`config.mk`:
```
export PLATFORM = sky130hd
export DESIGN_NAME = sbuf_order_ctrl
export DESIGN_NICKNAME = d
export VERILOG_FILES = /design/src/rtl/sbuf_pkg.sv /design/src/rtl/sbuf_fifo.sv /design/src/rtl/sbuf_ctrl.sv /design/src/rtl/sbuf_order_ctrl.sv
export SDC_FILE = /design/constraint.sdc
export NUM_CORES = 1
export LEC_CHECK = 0
export BUFFER_PORTS_ARGS = -buffer_cell sky130_fd_sc_hd__buf_2
export CORE_ASPECT_RATIO = 0.6
export CORE_UTILIZATION = 40
export DETAILED_ROUTE_END_ITERATION = 16
export HOLD_SLACK_MARGIN = 0.12
export MAX_ROUTING_LAYER = met4
export SLEW_MARGIN = 25
export SYNTH_ARGS = -nofsm -noshare
export SYNTH_HDL_FRONTEND = slang
export SYNTH_SLANG_ARGS = --single-unit
```
`constraint.sdc`:
```
create_clock -name clk -period 13 [get_ports clk]
set_input_delay 2.6 -clock clk [delete_from_list [all_inputs] [get_ports clk]]
set_output_delay 2.6 -clock clk [all_outputs]
set_load 0.005 [all_outputs]
```
`src/rtl/sbuf_pkg.sv`:
```
`timescale 1ns/1ps
package sbuf_pkg;

  typedef enum logic [1:0] {
    OP_LOAD  = 2'd0,
    OP_STORE = 2'd1,
    OP_FENCE = 2'd2,
    OP_SWAP  = 2'd3
  } op_e;

  typedef enum logic [1:0] {
    MD_STRICT = 2'd0,
    MD_BYPASS = 2'd1,
    MD_FWD    = 2'd2,
    MD_SPARE  = 2'd3
  } mode_e;

  typedef enum logic [2:0] {
    ST_IDLE,
    ST_LOAD,
    ST_LD_WAIT,
    ST_FENCE,
    ST_SW_DRAIN,
    ST_SW_RD,
    ST_SW_WAIT,
    ST_SW_WR
  } state_e;

endpackage

```
`src/rtl/sbuf_fifo.sv`:
```
`timescale 1ns/1ps
module sbuf_fifo #(
  parameter int DEPTH = 4,
  parameter int AW    = 32,
  parameter int DW    = 32
) (
  input  logic          clk,
  input  logic          rst,
  input  logic          push,
  input  logic [AW-1:0] push_addr,
  input  logic [DW-1:0] push_data,
  input  logic          pop,
  output logic [AW-1:0] head_addr,
  output logic [DW-1:0] head_data,
  output logic          empty,
  output logic          full,
  input  logic [AW-1:0] lk_addr,
  output logic          lk_hit,
  output logic [DW-1:0] lk_data
);
  localparam int PW = (DEPTH > 1) ? $clog2(DEPTH) : 1;
  localparam int CW = $clog2(DEPTH + 1);

  logic [AW-1:0] addr_mem [DEPTH];
  logic [DW-1:0] data_mem [DEPTH];
  logic [PW-1:0] wr_ptr, rd_ptr;
  logic [CW-1:0] count;

  // entry storage, no reset on the payload
  always_ff @(posedge clk) begin
    if (push) begin
      addr_mem[wr_ptr] <= push_addr;
      data_mem[wr_ptr] <= push_data;
    end
  end

  always_ff @(posedge clk) begin
    if (rst) begin
      wr_ptr <= '0;
      rd_ptr <= '0;
      count  <= '0;
    end else begin
      if (push) wr_ptr <= (wr_ptr == PW'(DEPTH - 1)) ? '0 : wr_ptr + 1'b1;
      if (pop)  rd_ptr <= (rd_ptr == PW'(DEPTH - 1)) ? '0 : rd_ptr + 1'b1;
      count <= count + CW'(push) - CW'(pop);
    end
  end

  assign empty     = (count == '0);
  assign full      = (count == CW'(DEPTH));
  assign head_addr = addr_mem[rd_ptr];
  assign head_data = data_mem[rd_ptr];

  // scan oldest to youngest, a later hit overrides an earlier one
  always_comb begin
    lk_hit  = 1'b0;
    lk_data = '0;
    for (int k = 0; k < DEPTH; k++) begin
      logic [PW:0] ix;
      ix = {1'b0, rd_ptr} + (PW+1)'(k);
      if (ix >= (PW+1)'(DEPTH)) ix = ix - (PW+1)'(DEPTH);
      if ((CW'(k) < count) && (addr_mem[ix[PW-1:0]] == lk_addr)) begin
        lk_hit  = 1'b1;
        lk_data = data_mem[ix[PW-1:0]];
      end
    end
  end

  assert_no_overflow_R3: assert property (@(posedge clk) disable iff (rst)
    push |-> !full);

  assert_no_underflow_R2: assert property (@(posedge clk) disable iff (rst)
    pop |-> !empty);

endmodule

```
`src/rtl/sbuf_ctrl.sv`:
```
`timescale 1ns/1ps
module sbuf_ctrl
  import sbuf_pkg::*;
#(
  parameter int AW = 32,
  parameter int DW = 32
) (
  input  logic          clk,
  input  logic          rst,
  input  logic [1:0]    mode_sel,
  input  logic          req_valid,
  output logic          req_ready,
  input  logic [1:0]    req_op,
  input  logic [AW-1:0] req_addr,
  input  logic [DW-1:0] req_wdata,
  output logic          rsp_valid,
  output logic [DW-1:0] rsp_data,
  output logic          rsp_fwd,
  output logic          cache_valid,
  input  logic          cache_ready,
  output logic          cache_we,
  output logic [AW-1:0] cache_addr,
  output logic [DW-1:0] cache_wdata,
  input  logic          cache_rvalid,
  input  logic [DW-1:0] cache_rdata,
  output logic          f_push,
  output logic          f_pop,
  input  logic          f_empty,
  input  logic          f_full,
  input  logic [AW-1:0] f_head_addr,
  input  logic [DW-1:0] f_head_data,
  output logic [AW-1:0] f_lk_addr,
  input  logic          f_lk_hit,
  input  logic [DW-1:0] f_lk_data
);
  state_e        state;
  mode_e         mode_q;
  op_e           op;
  logic [AW-1:0] p_addr;
  logic [DW-1:0] p_wdata;
  logic [DW-1:0] p_old;
  logic          accept;
  logic          ld_to_cache, ld_forward;
  logic          rd_issue, sw_write, drain_ok;

  assign op        = op_e'(req_op);
  assign req_ready = (state == ST_IDLE) && !((op == OP_STORE) && f_full);
  assign accept    = req_valid && req_ready;
  assign f_push    = accept && (op == OP_STORE);
  assign f_lk_addr = p_addr;

  // load policy per ordering mode
  always_comb begin
    ld_forward = 1'b0;
    case (mode_q)
      MD_BYPASS: ld_to_cache = !f_lk_hit;
      MD_FWD: begin
        ld_to_cache = !f_lk_hit;
        ld_forward  = f_lk_hit;
      end
      default:   ld_to_cache = f_empty;
    endcase
  end

  // cache port arbitration: pending read/swap write first, then drain
  assign rd_issue = ((state == ST_LOAD) && ld_to_cache) || (state == ST_SW_RD);
  assign sw_write = (state == ST_SW_WR);
  always_comb begin
    case (state)
      ST_IDLE, ST_FENCE, ST_SW_DRAIN: drain_ok = !f_empty;
      ST_LOAD:                        drain_ok = !f_empty && !ld_to_cache;
      default:                        drain_ok = 1'b0;
    endcase
  end

  assign cache_valid = rd_issue || sw_write || drain_ok;
  assign cache_we    = !rd_issue;
  assign cache_addr  = (rd_issue || sw_write) ? p_addr : f_head_addr;
  assign cache_wdata = sw_write ? p_wdata : f_head_data;
  assign f_pop       = drain_ok && cache_ready;

  always_ff @(posedge clk) begin
    if (rst) begin
      state     <= ST_IDLE;
      mode_q    <= MD_STRICT;
      p_addr    <= '0;
      p_wdata   <= '0;
      p_old     <= '0;
      rsp_valid <= 1'b0;
      rsp_data  <= '0;
      rsp_fwd   <= 1'b0;
    end else begin
      rsp_valid <= 1'b0;
      if ((state == ST_IDLE) && f_empty) mode_q <= mode_e'(mode_sel);
      case (state)
        ST_IDLE: begin
          if (accept) begin
            p_addr  <= req_addr;
            p_wdata <= req_wdata;
            case (op)
              OP_LOAD:  state <= ST_LOAD;
              OP_FENCE: state <= ST_FENCE;
              OP_SWAP:  state <= ST_SW_DRAIN;
              default:  state <= ST_IDLE;
            endcase
          end
        end
        ST_LOAD: begin
          if (ld_forward) begin
            rsp_valid <= 1'b1;
            rsp_data  <= f_lk_data;
            rsp_fwd   <= 1'b1;
            state     <= ST_IDLE;
          end else if (ld_to_cache && cache_ready) begin
            state <= ST_LD_WAIT;
          end
        end
        ST_LD_WAIT: begin
          if (cache_rvalid) begin
            rsp_valid <= 1'b1;
            rsp_data  <= cache_rdata;
            rsp_fwd   <= 1'b0;
            state     <= ST_IDLE;
          end
        end
        ST_FENCE: begin
          if (f_empty) begin
            rsp_valid <= 1'b1;
            rsp_data  <= '0;
            rsp_fwd   <= 1'b0;
            state     <= ST_IDLE;
          end
        end
        ST_SW_DRAIN: if (f_empty) state <= ST_SW_RD;
        ST_SW_RD:    if (cache_ready) state <= ST_SW_WAIT;
        ST_SW_WAIT: begin
          if (cache_rvalid) begin
            p_old <= cache_rdata;
            state <= ST_SW_WR;
          end
        end
        ST_SW_WR: begin
          if (cache_ready) begin
            rsp_valid <= 1'b1;
            rsp_data  <= p_old;
            rsp_fwd   <= 1'b0;
            state     <= ST_IDLE;
          end
        end
        default: state <= ST_IDLE;
      endcase
    end
  end

  assert_strict_load_R4: assert property (@(posedge clk) disable iff (rst)
    (cache_valid && !cache_we && (state == ST_LOAD) && (mode_q == MD_STRICT)) |-> f_empty);

  assert_fwd_mode_only_R7: assert property (@(posedge clk) disable iff (rst)
    (rsp_valid && rsp_fwd) |-> (mode_q == MD_FWD));

  assert_fence_waits_R8: assert property (@(posedge clk) disable iff (rst)
    ((state == ST_FENCE) && !f_empty) |=> !rsp_valid);

  assert_swap_gap_R9: assert property (@(posedge clk) disable iff (rst)
    ((state == ST_SW_RD) && cache_ready) |=> !cache_valid);

  assert_swap_write_R9: assert property (@(posedge clk) disable iff (rst)
    ((state == ST_SW_WAIT) && cache_rvalid) |=> (cache_valid && cache_we && (cache_addr == $past(p_addr))));

  assert_mode_hold_R10: assert property (@(posedge clk) disable iff (rst)
    !f_empty |=> $stable(mode_q));

endmodule

```
`src/rtl/sbuf_order_ctrl.sv`:
```
`timescale 1ns/1ps
module sbuf_order_ctrl #(
  parameter int DEPTH = 4,
  parameter int AW    = 32,
  parameter int DW    = 32
) (
  input  logic          clk,
  input  logic          rst,
  input  logic [1:0]    mode_sel,
  input  logic          req_valid,
  output logic          req_ready,
  input  logic [1:0]    req_op,
  input  logic [AW-1:0] req_addr,
  input  logic [DW-1:0] req_wdata,
  output logic          rsp_valid,
  output logic [DW-1:0] rsp_data,
  output logic          rsp_fwd,
  output logic          cache_valid,
  input  logic          cache_ready,
  output logic          cache_we,
  output logic [AW-1:0] cache_addr,
  output logic [DW-1:0] cache_wdata,
  input  logic          cache_rvalid,
  input  logic [DW-1:0] cache_rdata
);
  logic          f_push, f_pop, f_empty, f_full, f_lk_hit;
  logic [AW-1:0] f_head_addr, f_lk_addr;
  logic [DW-1:0] f_head_data, f_lk_data;

  sbuf_fifo #(.DEPTH(DEPTH), .AW(AW), .DW(DW)) u_fifo (
    .clk       (clk),
    .rst       (rst),
    .push      (f_push),
    .push_addr (req_addr),
    .push_data (req_wdata),
    .pop       (f_pop),
    .head_addr (f_head_addr),
    .head_data (f_head_data),
    .empty     (f_empty),
    .full      (f_full),
    .lk_addr   (f_lk_addr),
    .lk_hit    (f_lk_hit),
    .lk_data   (f_lk_data)
  );

  sbuf_ctrl #(.AW(AW), .DW(DW)) u_ctrl (
    .clk          (clk),
    .rst          (rst),
    .mode_sel     (mode_sel),
    .req_valid    (req_valid),
    .req_ready    (req_ready),
    .req_op       (req_op),
    .req_addr     (req_addr),
    .req_wdata    (req_wdata),
    .rsp_valid    (rsp_valid),
    .rsp_data     (rsp_data),
    .rsp_fwd      (rsp_fwd),
    .cache_valid  (cache_valid),
    .cache_ready  (cache_ready),
    .cache_we     (cache_we),
    .cache_addr   (cache_addr),
    .cache_wdata  (cache_wdata),
    .cache_rvalid (cache_rvalid),
    .cache_rdata  (cache_rdata),
    .f_push       (f_push),
    .f_pop        (f_pop),
    .f_empty      (f_empty),
    .f_full       (f_full),
    .f_head_addr  (f_head_addr),
    .f_head_data  (f_head_data),
    .f_lk_addr    (f_lk_addr),
    .f_lk_hit     (f_lk_hit),
    .f_lk_data    (f_lk_data)
  );

endmodule

```
# Yosys cells after proc, flatten, opt, wreduce, memory -nomap -nowiden

Memories as Yosys holds them, arrays and structs flattened. A register that Yosys moved wholly into a read port is not among the register bits.
Cells that the tools add are included.

$add $sub $neg: 11
Magnitude comparators: 8
Eq/ne operators: 28
Mux-type cells: 51
Reduce and logical (&&, ||, !) cells: 31

Operators with widths:

| cell                                                                        | number |
|---|---|
| 32-bit two-way mux                                                          | 10 |
| 32-bit == test                                                              | 4 |
| 32-bit case mux with 4 select lines                                         | 1 |
| 3-bit two-way mux                                                           | 9 |
| 3-bit case mux with 8 select lines                                          | 1 |
| 2-bit two-way mux                                                           | 10 |
| 1-bit two-way mux                                                           | 16 |
| 3-bit == test, second input constant                                        | 5 |
| 1-bit logical AND                                                           | 13 |
| 2-bit == test, second input constant                                        | 5 |
| 3-bit >= comparator, second input constant                                  | 3 |
| 3-bit case mux with 3 select lines                                          | 1 |
| 2-bit by 1-bit != test with 1-bit output, second input constant             | 4 |
| 2-bit != test, second input constant                                        | 4 |
| 1-bit case mux with 4 select lines                                          | 2 |
| 8-bit AND reduction                                                         | 1 |
| 2-bit by 1-bit subtractor with 2-bit output, second input constant          | 4 |
| 2-bit by 2-bit adder with 3-bit output, second input constant               | 2 |
| 3-bit by 2-bit == test with 1-bit output, second input constant             | 2 |
| 3-bit zero test                                                             | 2 |
| 1-bit by 3-bit less-than comparator with 1-bit output, first input constant | 2 |
| 2-bit by 3-bit less-than comparator with 1-bit output, first input constant | 2 |
| 1-bit zero test                                                             | 5 |
| 5-bit AND reduction                                                         | 1 |
| 15 further kinds                                                            | 20 |

Flip-flop bits (word level): 142
RAM bits: 256
Bits of input ports: 105
Output and inout bits: 101
Word-level logic and storage cells: 142
Memories kept: 2

Memory list:

| name            | depth | width | read ports | clocked after Yosys merged registers in | wr ports | line            | source |
|---|---|---|---|---|---|---|---|
| u_fifo.addr_mem | 4     | 32    | 5          | 1                                       | 1        | sbuf_fifo.sv:24 | `logic [AW-1:0] addr_mem [DEPTH];` |
| u_fifo.data_mem | 4     | 32    | 5          | 1                                       | 1        | sbuf_fifo.sv:25 | `logic [DW-1:0] data_mem [DEPTH];` |

# Longest topological paths before layout

Gate-level depths: netlist of the first run.
An unclocked memory read counts as a cell.

Word-level depth: 17
Mapped depth: 18
Depth with buffers taken out: 15

# Modules after synthesis

Synthesis of the first run repeated with hierarchy kept, for this count alone.

Cells, all modules: 2064
Area, all modules: 25016.5 um^2

Modules (own cells, without submodules):

| module    | instances | cells an instance | area each (um^2) | sequential area each (um^2) |
|---|---|---|---|---|
| sbuf_fifo | 1         | 1135              | 17943.5          | 7867.5 |
| sbuf_ctrl | 1         | 929               | 7073.0           | 2702.6 |

# Least setup slack after synthesis of the first run

No wires, ideal clock.

Kind: register -> output
Start: reg u_fifo.rd_ptr[1]
End: out cache_addr[11]
Data arrival time: 3.312 ns
Data required time: 10.400 ns
Path slack: 7.088 ns
Cell stages (with the launch flop): 13
Buffers on the path: 2
Cells stage by stage: dfxtp_1 -> ha_1 -> buf_2 -> mux4_2 -> xor2_1 -> nor4_1 -> o2111ai_1 -> nor3_1 -> nand4_1 -> a41oi_2 -> o21ai_2 -> buf_2 -> mux2_1

Cells in the longest elaborated chain, start to end: 15
Elaborated cells on any way between the ends: 34
Those cells by class: add/sub: 7; order compare: 4; eq/ne: 4; mux: 10; reduce/logical: 8; memory: 1

RTL lines:

| element                                                        | line                             | source |
|---|---|---|
| start: declaration                                             | sbuf_fifo.sv:26                  | `logic [PW-1:0] wr_ptr, rd_ptr;` |
| start signal: assignment                                       | sbuf_fifo.sv:44                  | `if (pop) rd_ptr <= (rd_ptr == PW'(DEPTH - 1)) ? '0 : rd_ptr + 1'b1;` |
| 2-bit by 1-bit adder with 3-bit output (tied with other cells) | sbuf_fifo.sv:60                  | `ix = {1'b0, rd_ptr} + (PW+1)'(k);` |
| 3-bit >= comparator (tied with other cells)                    | sbuf_fifo.sv:61                  | `if (ix >= (PW+1)'(DEPTH)) ix = ix - (PW+1)'(DEPTH);` |
| 2-bit two-way mux or memory 4 x 32 bit (tied branches)         | n/a                              |  |
| memory 4 x 32 bit *                                            | n/a                              |  |
| 32-bit == test or 1-bit logical AND (tied branches)            | sbuf_fifo.sv:62                  | `if ((CW'(k) < count) && (addr_mem[ix[PW-1:0]] == lk_addr)) begin` |
| 1-bit logical AND or 1-bit two-way mux (tied branches)         | sbuf_fifo.sv:62                  |  |
| 1-bit two-way mux (2 in series)                                | sbuf_fifo.sv:62                  |  |
| 1-bit two-way mux *                                            | sbuf_fifo.sv:62                  |  |
| 1-bit zero test *                                              | sbuf_ctrl.sv:56, sbuf_ctrl.sv:58 |  |
| 1-bit two-way mux *                                            | n/a                              |  |
| 1-bit logical AND *                                            | sbuf_ctrl.sv:66                  | `assign rd_issue = ((state == ST_LOAD) && ld_to_cache) \|\| (state == ST_SW_RD);` |
| 1-bit logical OR *                                             | sbuf_ctrl.sv:66                  |  |
| 1-bit logical OR *                                             | sbuf_ctrl.sv:78                  | `assign cache_addr = (rd_issue \|\| sw_write) ? p_addr : f_head_addr;` |
| 32-bit two-way mux *                                           | sbuf_ctrl.sv:78                  |  |
| end: declaration                                               | sbuf_order_ctrl.sv:21            | `output logic [AW-1:0] cache_addr,` |

Every way passes the cells marked *; elsewhere a longest branch is shown, timed or not.

# Final worst setup path of the first run

Start: reg u_fifo.rd_ptr[1]
End: out cache_addr[28]

The elaborated chain is that of the path after synthesis.

==> results.sh, run 1 <==
export IMPL_crit_path_end_kind="output pin"
export IMPL_clock_path_buffers=3
export IMPL_antenna_left=0
export IMPL_final_max_slew_viol_count=0
export IMPL_wl_per_cell_um=26.5
export IMPL_synth_area_mm2=0.0230
export IMPL_placed_cells=2810
export IMPL_finalInstanceArea_mm2=0.0258
export IMPL_die_h_um=188
export IMPL_hold_viol_final=0
export IMPL_min_from="u_ctrl.p_wdata[6]"
export IMPL_gp_congestion=0.964
export IMPL_drc=0
export IMPL_finalNetCount=2212
export IMPL_setup_viol_count_final=0
export IMPL_core_area_mm2=0.0563
export IMPL_num_io_pins=206
export IMPL_whs_path_depth=2
export IMPL_regToRegEndpoint="u_ctrl.rsp_data[27]"
export IMPL_cts_tree="done"
export IMPL_syn_area_per_cell_um2=11.5
export IMPL_relSlewSlack_pct=30.6
export IMPL_critical_path_arrival_ns=6.20
export IMPL_n_fill_cell=5113
export IMPL_synth_most_common_cell="nand2_1"
export IMPL_clockRootBuffer="clkbuf_16"
export IMPL_fin_crit_sh_pct=67.7
export IMPL_synth_warnings=0
export IMPL_drt_pass1_iter_count=6
export IMPL_cts_repair_resized=0
export IMPL_area_growth_pct=12.3
export IMPL_synth_edf_count=256
export IMPL_netlist_cell_type_count=64
export IMPL_port_buffers=205
export IMPL_worst_pin_slew_ns=1.04
export IMPL_maxCapViolCount=0
export IMPL_synth_nets=2114
export IMPL_crit_buf_inv=4
export IMPL_rsz0062_at_grt="false"
export IMPL_dieArea_mm2=0.0585
export IMPL_syn_inst=1998
export IMPL_grt_pass1_wl_mm=114
export IMPL_cp_slowest_cell="dfxtp_4"
export IMPL_crit_required_ns=10.40
export IMPL_outcome="complete, no violations"
export IMPL_p_total_mw=4.73
export IMPL_pre_cts_slack_ns=4.93
export IMPL_crit_type="flop to output pin"
export IMPL_initial_core_util_pct=40.9
export IMPL_skew_ns=0.0213
export IMPL_finalHoldWorstSlack_ns=0.454
export IMPL_path_cells="ha_4, buf_4, mux4_2, xnor2_1, nand4_1, nor3_1, nand4_1, buf_4, nor2b_1, a41oi_2, o21ai_4, buf_4, mux2_1, buf_2"
export IMPL_utilization_pct=45.9
export IMPL_ir_worst_vdd_mv=0.0945
export IMPL_synth_ff_type="edfxtp_1"
export IMPL_layout_drive_gt1_share_pct=26.4
export IMPL_r2r_setup_slack_ns=6.77
export IMPL_async_flop_share_pct=0
export IMPL_h_tree_depth=2
export IMPL_synth_seq_cells=400
export IMPL_finalWorstPathRequiredPeriod_ns=8.80
export IMPL_vias=17700
export IMPL_grt_use_total_pct=26.8
export IMPL_start_kind="flop"
export IMPL_grt_max_degree=97
export IMPL_yosysTopAreaCellShare_pct=33.4
export IMPL_gr_total_overflow=0
export IMPL_r2r_start="u_fifo.rd_ptr[1]"
export IMPL_place_area_mm2=0.0245
export IMPL_numCtsBuffers=43
export IMPL_hp_class="flop to flop"
export IMPL_grt_pass1_vias=17100
export IMPL_clock_sinks=400
export IMPL_p_leak_nw=8.46
export IMPL_rows=67
export IMPL_crit_family="buffers and inverters"
export IMPL_routed_wirelength_mm=76.7
export IMPL_fin_ws_ns=4.20
export IMPL_powerDensity_mw_per_mm2=183
export IMPL_yosys_top_cells_area="edfxtp_1 33%, mux4_2 16%, dfxtp_1 13%"
export IMPL_clk_pin_slew_ns=0.06
export IMPL_die_w_um=311
export IMPL_seq_area_frac_synth_pct=46.0
export IMPL_post_cts_buffers=0
export IMPL_viasPerCell=6.11
export IMPL_critPathMaxFanout=64
export IMPL_hold_buffers=0
export IMPL_worstHoldEndpoint="u_ctrl.p_wdata[6]"
export IMPL_grt_antenna_before_repair=4
export IMPL_cpPeakStageDelay_ns=0.71
export IMPL_dpl_hpwl_mm=50.8
export IMPL_tns_ns=0
export IMPL_reg2reg_depth=14
export IMPL_fmax_mhz=114
export IMPL_crit_top_cell="buf_4"
export IMPL_finalNonFillerCells=2890
export IMPL_synth_commonest_cells="346 x nand2_1, 256 x edfxtp_1, 161 x mux4_2, 144 x dfxtp_1"
export IMPL_drt_initial_drc_count=1939
export IMPL_clock_latency_ns=0.59
export IMPL_synth_largest_area_cell="edfxtp_1"
[power by group]
group / total [mW] / internal, mW / switching, mW
Combinational: 1.90 / 0.813 / 1.09
Clock: 1.21 / 0.679 / 0.532
Sequential: 1.62 / 1.45 / 0.164
Total: 4.73 / 2.95 / 1.79
[cell families after synthesis]
family	after synthesis	synth area share, %
xor gates and xnor gates	110	4.19
and+or+nand+nor	573	11.0
DFF	400	46.0
adders and majority gates	11	0.632
AOI/OAI and AO/OA	379	10.9
muxes	325	23.3
buffers and inverters	200	3.93
[worst reg2reg max path, cell delays in order (launching register included)]
cell and delay [ns]:
dfxtp_4 0.71, ha_4 0.72, buf_4 0.58, mux4_2 0.42, xnor2_1 0.40, nand4_1 0.32, nor3_1 0.53, nand4_1 0.20
buf_4 0.33, nor2b_1 0.24, a31o_2 0.29, o21ai_4 0.14, buf_4 0.66, o311a_1 0.48, nor3_2 0.06
[area by class of cell]
class,count,area (um2),area share [%]
diodes,2,5.00,0.0194
clock buffers,63,1230,4.78
clock inverters,15,109,0.422
inverters,21,78.8,0.305
multi-input cells,1398,11600,44.9
flip-flops and latches,400,10600,41.0
well taps,759,950,3.68
repair buffers,232,1250,4.86
[cells in the final DEF (no fill, tap or decap), types with 13 or more instances in the layout]
cell / count
buf_2: 204
edfxtp_1: 256
mux4_2: 161
nand2_1: 344
inv_1: 21
xor2_1: 37
o21ai_0: 78
a22oi_1: 35
a21oi_1: 115
dfxtp_1: 140
clkbuf_1: 13
a211oi_1: 67
mux2_1: 27
buf_4: 26
nor3_2: 29
clkbuf_16: 44
mux2_2: 52
mux2i_1: 85
nor2_1: 114
xnor2_1: 73
nand4_1: 17
o311a_1: 33
[sequential cells by signal, indices dropped and copies added, names as in the netlist, 2 cells and up, named ones only]
name / count
u_ctrl.f_lk_addr: 32
u_ctrl.mode_q: 2
u_ctrl.p_old: 32
u_ctrl.p_wdata: 32
u_ctrl.rsp_data: 32
u_ctrl.state: 3
u_fifo.addr_mem: 128
u_fifo.count: 3
u_fifo.data_mem: 128
u_fifo.rd_ptr: 2
u_fifo.wr_ptr: 2
[metal layers]
layer	up-vias	global-route usage (%)	part of all wire [%]
met5	-	-	0
met4	0	5.21	1.4
met3	78	5.16	9.1
met2	789	37.5	42
met1	9058	40.2	47
li1	7734	-	-
[worst max-delay path by stage]
| stage | startpoint | endpoint | slack, ns | depth (start not counted) |
|---|---|---|---|---|
| global route | u_fifo.rd_ptr[0] | cache_addr[28] | 3.88 | 14 |
| floorplan | u_fifo.rd_ptr[1] | cache_addr[11] | 7.09 | 12 |
| global placement | u_fifo.rd_ptr[1] | cache_addr[25] | 5.02 | 14 |
| CTS | u_fifo.rd_ptr[0] | cache_addr[22] | 4.26 | 14 |
| detailed placement | u_fifo.rd_ptr[0] | cache_addr[22] | 4.93 | 14 |
| finish | u_fifo.rd_ptr[1] | cache_addr[28] | 4.20 | 14 |
No activity file was read; power rests on OpenSTA's default activity.
==> inputs of run 2 (changes only) <==
==> constraint.sdc (replaced) <==
create_clock -name clk -period 9 [get_ports clk]
set_input_delay 1.8 -clock clk [delete_from_list [all_inputs] [get_ports clk]]
set_output_delay 1.8 -clock clk [all_outputs]
set_load 0.005 [all_outputs]
==> run 2 against run 1 <==
Worst hold slack about the same. Highest routed layer unchanged. Power rose by 46%. Critical path type unchanged. Die area did not move. Core utilization grew 0.20 points. Final area up 0.43%. Worst setup slack worse by 2.7 ns. Sequential cell count unchanged. Global-route usage hardly changed. Routed wire length is 0.62% higher. Cell count is 0.17% higher.
==> results.sh, run 2 (same netlist as run 1, synthesis figures left out) <==
export IMPL_post_cts_buffers=0
export IMPL_cts_tree="done"
export IMPL_drc=0
export IMPL_r2r_start="u_fifo.rd_ptr[0]"
export IMPL_area_growth_pct=12.8
export IMPL_dieArea_mm2=0.0585
export IMPL_grt_use_total_pct=26.9
export IMPL_wl_per_cell_um=26.7
export IMPL_path_depth=12
export IMPL_grt_antenna_before_repair=9
export IMPL_p_total_mw=6.93
export IMPL_clock_latency_ns=0.58
export IMPL_worst_pin_slew_ns=1.04
export IMPL_routed_wirelength_mm=77.2
export IMPL_maxCapViolCount=0
export IMPL_grt_pass1_wl_mm=114
export IMPL_num_io_pins=206
export IMPL_skew_ns=0.0281
export IMPL_fin_crit_sh_pct=83.3
export IMPL_cp_slowest_cell="dfxtp_4"
export IMPL_initial_core_util_pct=40.9
export IMPL_vias=17800
export IMPL_hold_buffers=0
export IMPL_pwr_share_clk_pct=26.4
export IMPL_relSlewSlack_pct=30.1
export IMPL_critical_path_arrival_ns=5.70
export IMPL_crit_type="flop to output pin"
export IMPL_cts_repair_resized=0
export IMPL_h_tree_depth=2
export IMPL_reg_top3="u_fifo.addr_mem: 128 flops, u_fifo.data_mem: 128 flops"
export IMPL_antenna_left=0
export IMPL_placed_cells=2812
export IMPL_powerDensity_mw_per_mm2=267
export IMPL_path_cells="ha_4, buf_4, mux4_2, xnor2_1, nand4_1, a2111oi_0, nand4_1, a41oi_2, o21ai_4, buf_4, mux2_1, buf_2"
export IMPL_power_switching_mw=2.60
export IMPL_cpPeakStageDelay_ns=0.79
export IMPL_fin_ws_ns=1.50
export IMPL_drt_initial_drc_count=1911
export IMPL_gr_total_overflow=0
export IMPL_rsz0062_at_grt="false"
export IMPL_pre_cts_slack_ns=2.11
export IMPL_layout_drive_gt1_share_pct=26.7
export IMPL_dpl_hpwl_mm=51.1
export IMPL_utilization_pct=46.1
export IMPL_clock_sinks=400
export IMPL_port_buffers=205
export IMPL_clk_pin_slew_ns=0.07
export IMPL_reg2reg_depth=13
export IMPL_crit_family="compound AO/OA/AOI/OAI gates"
export IMPL_worstHoldEndpoint="u_ctrl.p_wdata[7]"
export IMPL_combPwrFrac_pct=39.5
export IMPL_whs_path_depth=2
export IMPL_layout_commonest_cell="nand2_1"
export IMPL_finalHoldWorstSlack_ns=0.454
export IMPL_die_h_um=188
export IMPL_clock_path_buffers=3
export IMPL_p_leak_nw=8.50
export IMPL_setup_viol_count_final=0
export IMPL_tns_ns=0
export IMPL_crit_required_ns=7.20
export IMPL_crit_path_end_kind="output pin"
export IMPL_swShare_pct=37.5
export IMPL_finalWorstPathRequiredPeriod_ns=7.50
export IMPL_power_internal_mw=4.33
export IMPL_hold_viol_final=0
export IMPL_start_kind="flop"
export IMPL_rows=67
export IMPL_regToRegEndpoint="u_ctrl.rsp_data[27]"
export IMPL_ir_worst_vdd_mv=0.139
export IMPL_viasPerCell=6.15
export IMPL_finalInstanceArea_mm2=0.0259
export IMPL_final_cell_mix="344 x nand2_1, 256 x edfxtp_1, 204 x buf_2, 161 x mux4_2, 140 x dfxtp_1"
export IMPL_finalNonFillerCells=2895
export IMPL_outcome="complete, no violations"
export IMPL_drt_pass1_iter_count=6
export IMPL_min_from="u_ctrl.p_wdata[7]"
export IMPL_grt_pass1_vias=17200
export IMPL_crit_buf_inv=3
export IMPL_fmax_mhz=133
export IMPL_grt_max_degree=98
export IMPL_gp_congestion=0.944
export IMPL_final_max_slew_viol_count=0
export IMPL_r2r_setup_slack_ns=2.99
export IMPL_hp_class="flop to flop"
export IMPL_critPathMaxFanout=59
export IMPL_numCtsBuffers=42
export IMPL_place_area_mm2=0.0245
export IMPL_die_w_um=311
export IMPL_clockRootBuffer="clkbuf_16"
export IMPL_core_area_mm2=0.0563
export IMPL_p_seq_share_pct=34.1
export IMPL_finalNetCount=2213
[run 2: cell types whose count changed in the layout (fill, tap and decap cells not counted), sizes merged]
| cell | previous run | this run |
|---|---|---|
| diode | 2 | 7 |
| bufinv | 1 | 5 |
| inv | 23 | 24 |
| clkinvlp | 0 | 2 |
| clkbuf | 63 | 53 |
| clkinv | 12 | 13 |
| buf | 232 | 234 |
[run 2: final cells by class]
class                      count  area, um2
inverter                      21       78.8
fill                        5068      30300
multi-input combinational   1398      11600
timing repair buffer         234       1270
antenna                        7       17.5
clock buffer                  53       1140
sequential                   400      10600
tap                          759        950
clock inverter                23        282
[run 2: power groups by stage]
stage | registers (mW) | logic (mW) | clock network, mW
3_5_place_dp | 2.40 | 2.71 | 0
5_1_grt | 2.39 | 2.94 | 1.93
3_3_place_gp | 2.39 | 2.66 | 0
4_1_cts | 2.36 | 2.72 | 1.86
6_report | 2.36 | 2.74 | 1.83
2_1_floorplan | 2.20 | 2.04 | 0
[run 2: per-layer routing]
metal | up-vias | wire length (um) | share of wire, % | GRT usage, %
met1 | 9025 | 35100 | 45 | 39.2
met3 | 109 | 8020 | 10 | 6.41
li1 | 7735 | - | - | -
met2 | 935 | 32800 | 42 | 37.2
met4 | 0 | 1340 | 1.7 | 6.40
met5 | - | 0 | 0 | -
[run 2: worst reg2reg max path, cell delays in order (launching register included)]
cell and delay [ns]:
dfxtp_4 0.79, ha_4 0.72, buf_4 0.46, mux4_2 0.57, xnor2_1 0.19, nand4_1 0.11
a2111oi_0 0.59, nand4_1 0.29, buf_4 0.40, a31o_2 0.39, o21ai_4 0.14, buf_4 0.66
o311a_1 0.50, nor3_2 0.05
[run 2: worst max path at each step]
stage                      from        endpoint  slack [ns]
2_1_floorplan  u_fifo.rd_ptr[1]  cache_addr[11]        3.89
3_3_place_gp   u_fifo.rd_ptr[0]  cache_addr[25]        2.30
3_5_place_dp   u_fifo.rd_ptr[0]  cache_addr[21]        2.11
4_1_cts        u_fifo.rd_ptr[0]  cache_addr[21]        1.48
5_1_grt        u_fifo.rd_ptr[0]  cache_addr[27]        1.28
6_report       u_fifo.rd_ptr[0]  cache_addr[21]        1.50
